==> src/rtl/serial_audio_rx.sv <==
module serial_audio_rx #(
  parameter int WORD_W = 24,
  parameter int RJ_W   = 16,
  parameter int DIV_W  = 8
) (
  input  logic              clk,
  input  logic              rst_n,
  input  logic [1:0]        fmt,
  input  logic              bclk_ext_sel,
  input  logic [DIV_W-1:0]  bclk_div,
  input  logic              bclk_in,
  input  logic              ws_in,
  input  logic              sd_in,
  output logic [WORD_W-1:0] left_o,
  output logic [WORD_W-1:0] right_o,
  output logic              valid_o
);

  localparam int CNT_W = $clog2(WORD_W + 1);
  localparam int PAD_W = WORD_W - RJ_W;
  localparam logic [1:0] FMT_I2S = 2'd0;
  localparam logic [1:0] FMT_RJ  = 2'd2;

  logic bclk_r, bclk_p, ws_r, ws_p, sd_r;
  logic [DIV_W-1:0] div_cnt, phase;
  logic tick, ext_tick, int_tick;

  always_ff @(posedge clk or negedge rst_n)
    if (!rst_n) begin
      bclk_r <= 1'b0; bclk_p <= 1'b0;
      ws_r   <= 1'b0; ws_p   <= 1'b0;
      sd_r   <= 1'b0;
    end else begin
      bclk_r <= bclk_in; bclk_p <= bclk_r;
      ws_r   <= ws_in;   ws_p   <= ws_r;
      sd_r   <= sd_in;
    end

  assign ext_tick = bclk_r & ~bclk_p;
  assign phase    = (ws_r != ws_p) ? '0 : div_cnt;
  assign int_tick = (phase == (bclk_div >> 1));
  assign tick     = bclk_ext_sel ? ext_tick : int_tick;

  always_ff @(posedge clk or negedge rst_n)
    if (!rst_n) div_cnt <= '0;
    else if (phase >= bclk_div - 1'b1) div_cnt <= '0;
    else div_cnt <= phase + 1'b1;

  logic ws_t, eff_prev, eff_ws, chg, started, have_l, left_lvl, is_rj;
  logic [1:0] prime;
  logic [CNT_W-1:0] cnt;
  logic [WORD_W-1:0] acc, pend_l, word_done;
  logic [RJ_W-1:0] sreg;

  assign is_rj     = (fmt == FMT_RJ);
  assign left_lvl  = (fmt != FMT_I2S);
  assign eff_ws    = (fmt == FMT_I2S) ? ws_t : ws_r;
  assign chg       = (prime == 2'd2) && (eff_ws != eff_prev);
  assign word_done = is_rj ? {sreg, {PAD_W{1'b0}}} : acc;

  always_ff @(posedge clk or negedge rst_n)
    if (!rst_n) begin
      ws_t <= 1'b0; eff_prev <= 1'b0; prime <= '0; started <= 1'b0;
      cnt <= '0; acc <= '0; sreg <= '0;
    end else if (tick) begin
      ws_t     <= ws_r;
      eff_prev <= eff_ws;
      sreg     <= {sreg[RJ_W-2:0], sd_r};
      if (prime != 2'd2) prime <= prime + 1'b1;
      if (chg) begin
        started <= 1'b1;
        acc     <= {sd_r, {(WORD_W-1){1'b0}}};
        cnt     <= CNT_W'(1);
      end else if (cnt < CNT_W'(WORD_W)) begin
        acc[WORD_W-1-int'(cnt)] <= sd_r;
        cnt <= cnt + 1'b1;
      end
    end

  always_ff @(posedge clk or negedge rst_n)
    if (!rst_n) begin
      pend_l <= '0; have_l <= 1'b0;
      left_o <= '0; right_o <= '0; valid_o <= 1'b0;
    end else begin
      valid_o <= 1'b0;
      if (tick && chg && started) begin
        if (eff_prev == left_lvl) begin
          pend_l <= word_done;
          have_l <= 1'b1;
        end else if (have_l) begin
          left_o  <= pend_l;
          right_o <= word_done;
          valid_o <= 1'b1;
          have_l  <= 1'b0;
        end
      end
    end

  assert_valid_pulse_R6: assert property (@(posedge clk) disable iff (!rst_n)
    valid_o |=> !valid_o);

  assert_words_hold_R6: assert property (@(posedge clk) disable iff (!rst_n)
    !valid_o |-> ($stable(left_o) && $stable(right_o)));

  assert_rj_low_zero_R4: assert property (@(posedge clk) disable iff (!rst_n)
    (valid_o && is_rj) |-> (left_o[PAD_W-1:0] == '0 && right_o[PAD_W-1:0] == '0));

  assert_valid_after_tick_R8: assert property (@(posedge clk) disable iff (!rst_n)
    valid_o |-> $past(tick));

  assert_count_cap_R5: assert property (@(posedge clk) disable iff (!rst_n)
    cnt <= CNT_W'(WORD_W));

endmodule

==> config.mk <==
export PLATFORM = sky130hd
export DESIGN_NAME = serial_audio_rx
export DESIGN_NICKNAME = d
export VERILOG_FILES = /design/src/rtl/serial_audio_rx.sv
export SDC_FILE = /design/constraint.sdc
export NUM_CORES = 1
export LEC_CHECK = 0
export ABC_CLOCK_PERIOD_IN_PS = 3550
export BUFFER_PORTS_ARGS = -buffer_cell sky130_fd_sc_hd__buf_2
export CORE_ASPECT_RATIO = 0.75
export CORE_MARGIN = 2
export CORE_UTILIZATION = 55
export DETAILED_ROUTE_END_ITERATION = 8
export PLACE_DENSITY = 0.73
export SYNTH_ARGS = -nofsm -noshare
export SYNTH_HDL_FRONTEND = slang
export SYNTH_SLANG_ARGS = --single-unit
export TNS_END_PERCENT = 5
==> constraint.sdc <==
create_clock -name clk -period 3.55 [get_ports clk]
set_input_delay 0.1775 -clock clk [delete_from_list [all_inputs] [get_ports clk]]
set_output_delay 0.1775 -clock clk [all_outputs]
set_load 0.005 [all_outputs]
==> results.toml, run 1 <==
[floorplanning]
rows = 34
die_area_um2 = 12800
boundaryPins = 65
initial_core_util_pct = 56.4
die_h_um = 98.5
die_w_um = 130
coreArea_um2 = 11600

[drt]
route.detailed.drc = 0
antenna_left = 0
drt_iter0_markers = 322
vias_per_cell = 5.87
vias = 4510
post_drt_wl_per_cell_um = 17.8
drt_wl_total_um = 13700
first_pass_iters = 5

[final_layout]
area_delta_synth_final_pct = 16.0
drive_above_1_share_pct = 35.3
seqCellArea_um2 = 3430
fillers = 872
num_antenna_cells = 0
final_nets = 624
layout_commonest_cell = "dfrtp_1"
final_cell_mix = "dfrtp_1, mux2_2, buf_2"
multi_input_area_um2 = 2910
stdcell_area_um2 = 7600

[worst_setup_path]
cp_top_family = "compound AO/OA/AOI/OAI gates"
critPathKind = "reg2reg"
crit_path_end_kind = "flop"
critical_path_buf_inv_count = 0
crit_path_max_fanout = 49
worstPathRequired_ps = 3850
crit_path_top_delay_cell = "a211o_2"
critPathArrivalTime_ps = 3440
critical_path.max_stage_delay_ps = 790
worstPathCellList = "xnor2_2 -> nand2_1 -> o41ai_1 -> nand4_1 -> a211o_2 -> mux2_1"
start_kind = "flop"
rrSetupSlack_ps = 410

[timing]
slew_headroom_pct = 30.0
final.setup.tns_ps = 0
fin_hold_ws_ps = 320
min_period_over_period_pct = 88.5
rsz0062_at_grt = "no"
period_needed_ps = 3140
maxSlewViolCount = 0
hold_viol = 0
max_freq_mhz = 318
final.setup.worst_slack_ps = 409
worst_slew_pin_slew_ps = 1050
fin_worst_skew_ps = 10.4
setup_viol = 0

[cts]
cts_max_level = 4
numCtsBuffers = 17
postCtsSetupRepairBufs = 0
clock_latency_ps = 420
cts_tree = "built"
cts_num_sinks = 137
max-clock-path-buffers = 2
root_buffer = "clkbuf_16"
path_clk_slew_ps = 60

[global_route]
grt_pass1_wl_um = 23500
grt_usage_pct = 23.5
grt.overflow.total = 0
first_global_vias = 4657
antenna_found_initial = 0
grt_max_degree = 92

[placed_design]
io_buffer_count = 64
pre_cts_ws_ps = 439
place_area_um2 = 6970
routabilityCongestion = 0.888
hpwl_um = 9000

[synth]
syn_inst = 533
synth_top_family_by_area = "multiplexers"
synth-edff-count = 0
yosys.area_share.xor_xnor_pct = 2.77
ys_seq_area_share_pct = 52.3
async_flop_share_pct = 100
synth_fa_ha_area_share_pct = 2.86
yosys.area_share.simple_pct = 7.58
synthMuxAreaShare_pct = 16.8
syn_area_per_cell_um2 = 12.3
syn_nets = 564
synth_ff_type = "dfrtp_1"
synth_area_um2 = 6550
synth_area_leaders = "dfrtp_1, mux2_2, o21ai_0, ha_1, mux2_4"
yosysUniqueCellTypes = 51
ys_ff_latch = 137
synth.top_cell.area_share_pct = 52.3
synth_compound_area_share_pct = 14.2
synth_largest_area_cell = "dfrtp_1"
yosys_warnings = 0

[power]
vdd_drop_max_mv = 0.433
power_mw = 4.74
power_density_nw_per_um2 = 624
p_leak_nw = 3.71

[status]
status = "finished clean"

[hold_path]
min_path_type = "in2reg"

[flow_run]
drv_cap = 0
==> metal layers <==
| metal | up-vias | global-route usage (%) | routed length [um] |
|---|---|---|---|
| met5 | - | 0 | 0 |
| li1 | 2081 | - | - |
| met4 | 0 | 8.85 | 316 |
| met2 | 164 | 34.4 | 6050 |
| met3 | 33 | 5.81 | 905 |
| met1 | 2232 | 34.0 | 6430 |
==> what timing repair did <==
action | 4_1_cts | 5_1_grt
hold buffers | 4 | 0
resized for setup | 0 | 0
hold endpoints to repair | 92 | 0
==> layout make-up <==
cell class / count / share of cell area [%]
Sequential cell: 137 / 45.1
Multi-Input combinational cell: 349 / 38.2
Timing Repair Buffer: 77 / 5.71
Clock buffer: 17 / 5.60
Tap cell: 162 / 2.67
Clock inverter: 15 / 2.14
Inverter: 11 / 0.543
==> final timing paths <==
path | from | end | cells after the start
max | ws_r | left_o[22] | 6
min | fmt[1] | eff_prev | 4
max reg2reg | ws_r | left_o[22] | 6
min reg2reg | bclk_r | bclk_p | 0
max in group asynchronous | rst_n | acc[10] | 3
min in group asynchronous | rst_n | valid_o | 2
==> tightest hold or removal path: cells and delay by family <==
family	cells	cell delay, ps
compound gates	1	170
mux	1	180
simple gates	1	80
buf+inv	1	80
==> report_power, final <==
part | switching [mW] | total (mW) | internal, mW
Sequential | 0.200 | 2.01 | 1.81
Combinational | 0.524 | 0.970 | 0.446
Clock | 0.718 | 1.77 | 1.05
Total | 1.44 | 4.74 | 3.30
==> registers in the layout (all words and copies together) (netlist names), 2 cells and up <==
name	count
pend_l	24
prime	2
right_o	24
sreg	16
left_o	24
cnt	5
div_cnt	8
acc	24
==> synthesized netlist by cell type (3+ instances only) <==
cell / instances
nor3_1: 5
nand4_1: 3
a21oi_1: 8
xor2_1: 3
a211oi_1: 7
dfrtp_1: 137
buf_1: 6
and2_1: 9
o211ai_1: 7
inv_1: 11
ha_1: 15
o21ai_0: 39
nand3_1: 13
buf_6: 3
a21o_1: 4
a31o_2: 11
xnor2_1: 14
clkbuf_1: 19
buf_2: 7
a31oi_1: 4
nand2b_1: 4
o32ai_1: 3
nor2b_1: 4
a22o_1: 17
a32o_1: 13
mux2_4: 10
nor2_1: 13
nor4bb_1: 3
mux2_2: 80
mux2i_1: 4
nand2_1: 32
==> per-stage QoR <==
step           utilization, %  std cells
6_report                 65.4        768
5_1_grt                  65.4        768
4_1_cts                  65.4        768
3_5_place_dp             60.0        732
3_3_place_gp             60.0        732
2_1_floorplan               -        533
==> cells by family (layout without fill, tap and decap cells) <==
group                      count (synthesis)  count (layout)
DFF                                      137             137
AOI/OAI and AO/OA                        123             123
and+or+nand+nor                           97              97
muxes                                     95              95
buffers and inverters                     47             120
xor gates and xnor gates                  19              19
adders and majority gates                 15              15
Power figures use the tool's default switching activity.
==> run 2, diff against run 1 <==
--- a/config.mk
+++ b/config.mk
@@ -5,7 +5,7 @@
 export SDC_FILE = /design/constraint.sdc
 export NUM_CORES = 1
 export LEC_CHECK = 0
-export ABC_CLOCK_PERIOD_IN_PS = 3550
+export ABC_CLOCK_PERIOD_IN_PS = 3700
 export BUFFER_PORTS_ARGS = -buffer_cell sky130_fd_sc_hd__buf_2
 export CORE_ASPECT_RATIO = 0.75
 export CORE_MARGIN = 2
==> constraint.sdc (replaced) <==
create_clock -name clk -period 3.7 [get_ports clk]
set_input_delay 0.185 -clock clk [delete_from_list [all_inputs] [get_ports clk]]
set_output_delay 0.185 -clock clk [all_outputs]
set_load 0.005 [all_outputs]
==> results.toml, run 2 (synthesis gave the netlist of run 1 again) <==
[floorplanning]
boundaryPins = 65
coreArea_um2 = 11600
die_w_um = 130
die_area_um2 = 12800
die_h_um = 98.5
initial_core_util_pct = 56.4
rows = 34

[global_route]
antenna_found_initial = 0
grt_max_degree = 113
grt_usage_pct = 23.2
first_global_vias = 4566
grt_pass1_wl_um = 23300
grt.overflow.total = 0

[drt]
drt_wl_total_um = 13900
first_pass_iters = 4
vias = 4600
antenna_left = 0
post_drt_wl_per_cell_um = 18.1
vias_per_cell = 5.98
drt_iter0_markers = 348
route.detailed.drc = 0

[power]
p_leak_nw = 3.73
vdd_drop_max_mv = 0.356
power_mw = 4.62
power_density_nw_per_um2 = 605

[timing]
rsz0062_at_grt = "no"
final.setup.tns_ps = 0
maxSlewViolCount = 0
hold_viol = 0
max_freq_mhz = 324
worst_slew_pin_slew_ps = 1080
fin_worst_skew_ps = 8.92
setup_viol = 0
final.setup.worst_slack_ps = 610
period_needed_ps = 3090
slew_headroom_pct = 28.3
min_period_over_period_pct = 83.5

[worst_setup_path]
r2r-start = "ws_r"
reg2reg_depth = 7
worstPathRequired_ps = 3990
start_kind = "flop"
critPathArrivalTime_ps = 3380
critPathKind = "reg2reg"
rrSetupSlack_ps = 610
r2r_end = "left_o[22]"
crit_path_end_kind = "flop"
crit_path_max_fanout = 49

[placed_design]
hpwl_um = 9260
routabilityCongestion = 0.848
pre_cts_ws_ps = 622
io_buffer_count = 64

[cts]
cts_tree = "built"
root_buffer = "clkbuf_16"
cts_num_sinks = 137
numCtsBuffers = 17
max-clock-path-buffers = 2
clock_latency_ps = 420
cts_max_level = 4
path_clk_slew_ps = 60

[final_layout]
fillers = 862
fin_util_pct = 65.8
final_nets = 625
area_delta_synth_final_pct = 16.5
final_cell_mix = "dfrtp_1, mux2_2, buf_2"
drive_above_1_share_pct = 35.4
layout_commonest_cell = "dfrtp_1"
seqCellArea_um2 = 3430
num_antenna_cells = 0
multi_input_area_um2 = 2910

[hold_path]
min_path_type = "in2reg"
worstHoldEndpoint = "eff_prev"
hp-start = "fmt[0]"
hold_depth = 4

[status]
status = "finished clean"

[flow_run]
drv_cap = 0
run 2: report_power, final:
part / total [mW] / internal [mW] / switching, mW
clock: 1.76 / 1.10 / 0.659
sequential: 1.93 / 1.73 / 0.193
combinational: 0.934 / 0.431 / 0.503
total: 4.62 / 3.27 / 1.36
run 2: how the worst max path moves through the flow:
stage / end / slack [ps] / cells after the start / startpoint
floorplan: pend_l[14] / 1190 / 8 / ws_r
global route: left_o[22] / 320 / 7 / ws_r
finish: left_o[22] / 610 / 7 / ws_r
CTS: left_o[22] / 610 / 7 / ws_r
global placement: left_o[22] / 770 / 7 / ws_r
detailed placement: left_o[22] / 620 / 7 / ws_r
run 2: metal layers:
metal	GRT usage [%]	share of wire, %	up-vias
met2	35.4	47	154
met4	7.20	0.96	0
met1	33.4	47	2342
li1	-	-	2086
met3	5.10	5.0	18
met5	0	0	-
run 2: layout make-up:
type,count,area share [%]
flip-flops and latches,137,44.9
multi-input cells,349,38.1
clock buffers,19,5.93
repair buffers,78,5.78
well taps,162,2.65
clock inverters,13,2.15
inverters,11,0.541
run 2: critical path, stage by stage (launching register included):
cell and delay (ps):
dfrtp_1 460, xnor2_2 360, nand2_1 170, o41ai_1 370
nand4_1 150, buf_4 220, a211o_2 720, mux2_1 470
run 2: what timing repair did:
item / in CTS / in global routing
gates resized for setup: 0 / 0
buffers inserted: 0 / 0
hold buffers: 4 / 0
hold endpoints to repair: 114 / 0
run 2: stage by stage:
step | hold slack (ps) | instance area [um^2] | cells
after floorplan | -111 | 6550 | 533
after global placement | 295 | 6980 | 733
after detailed placement | 296 | 6980 | 733
after CTS | 324 | 7640 | 769
after global routing | 384 | 7640 | 769
final | 341 | 7640 | 769
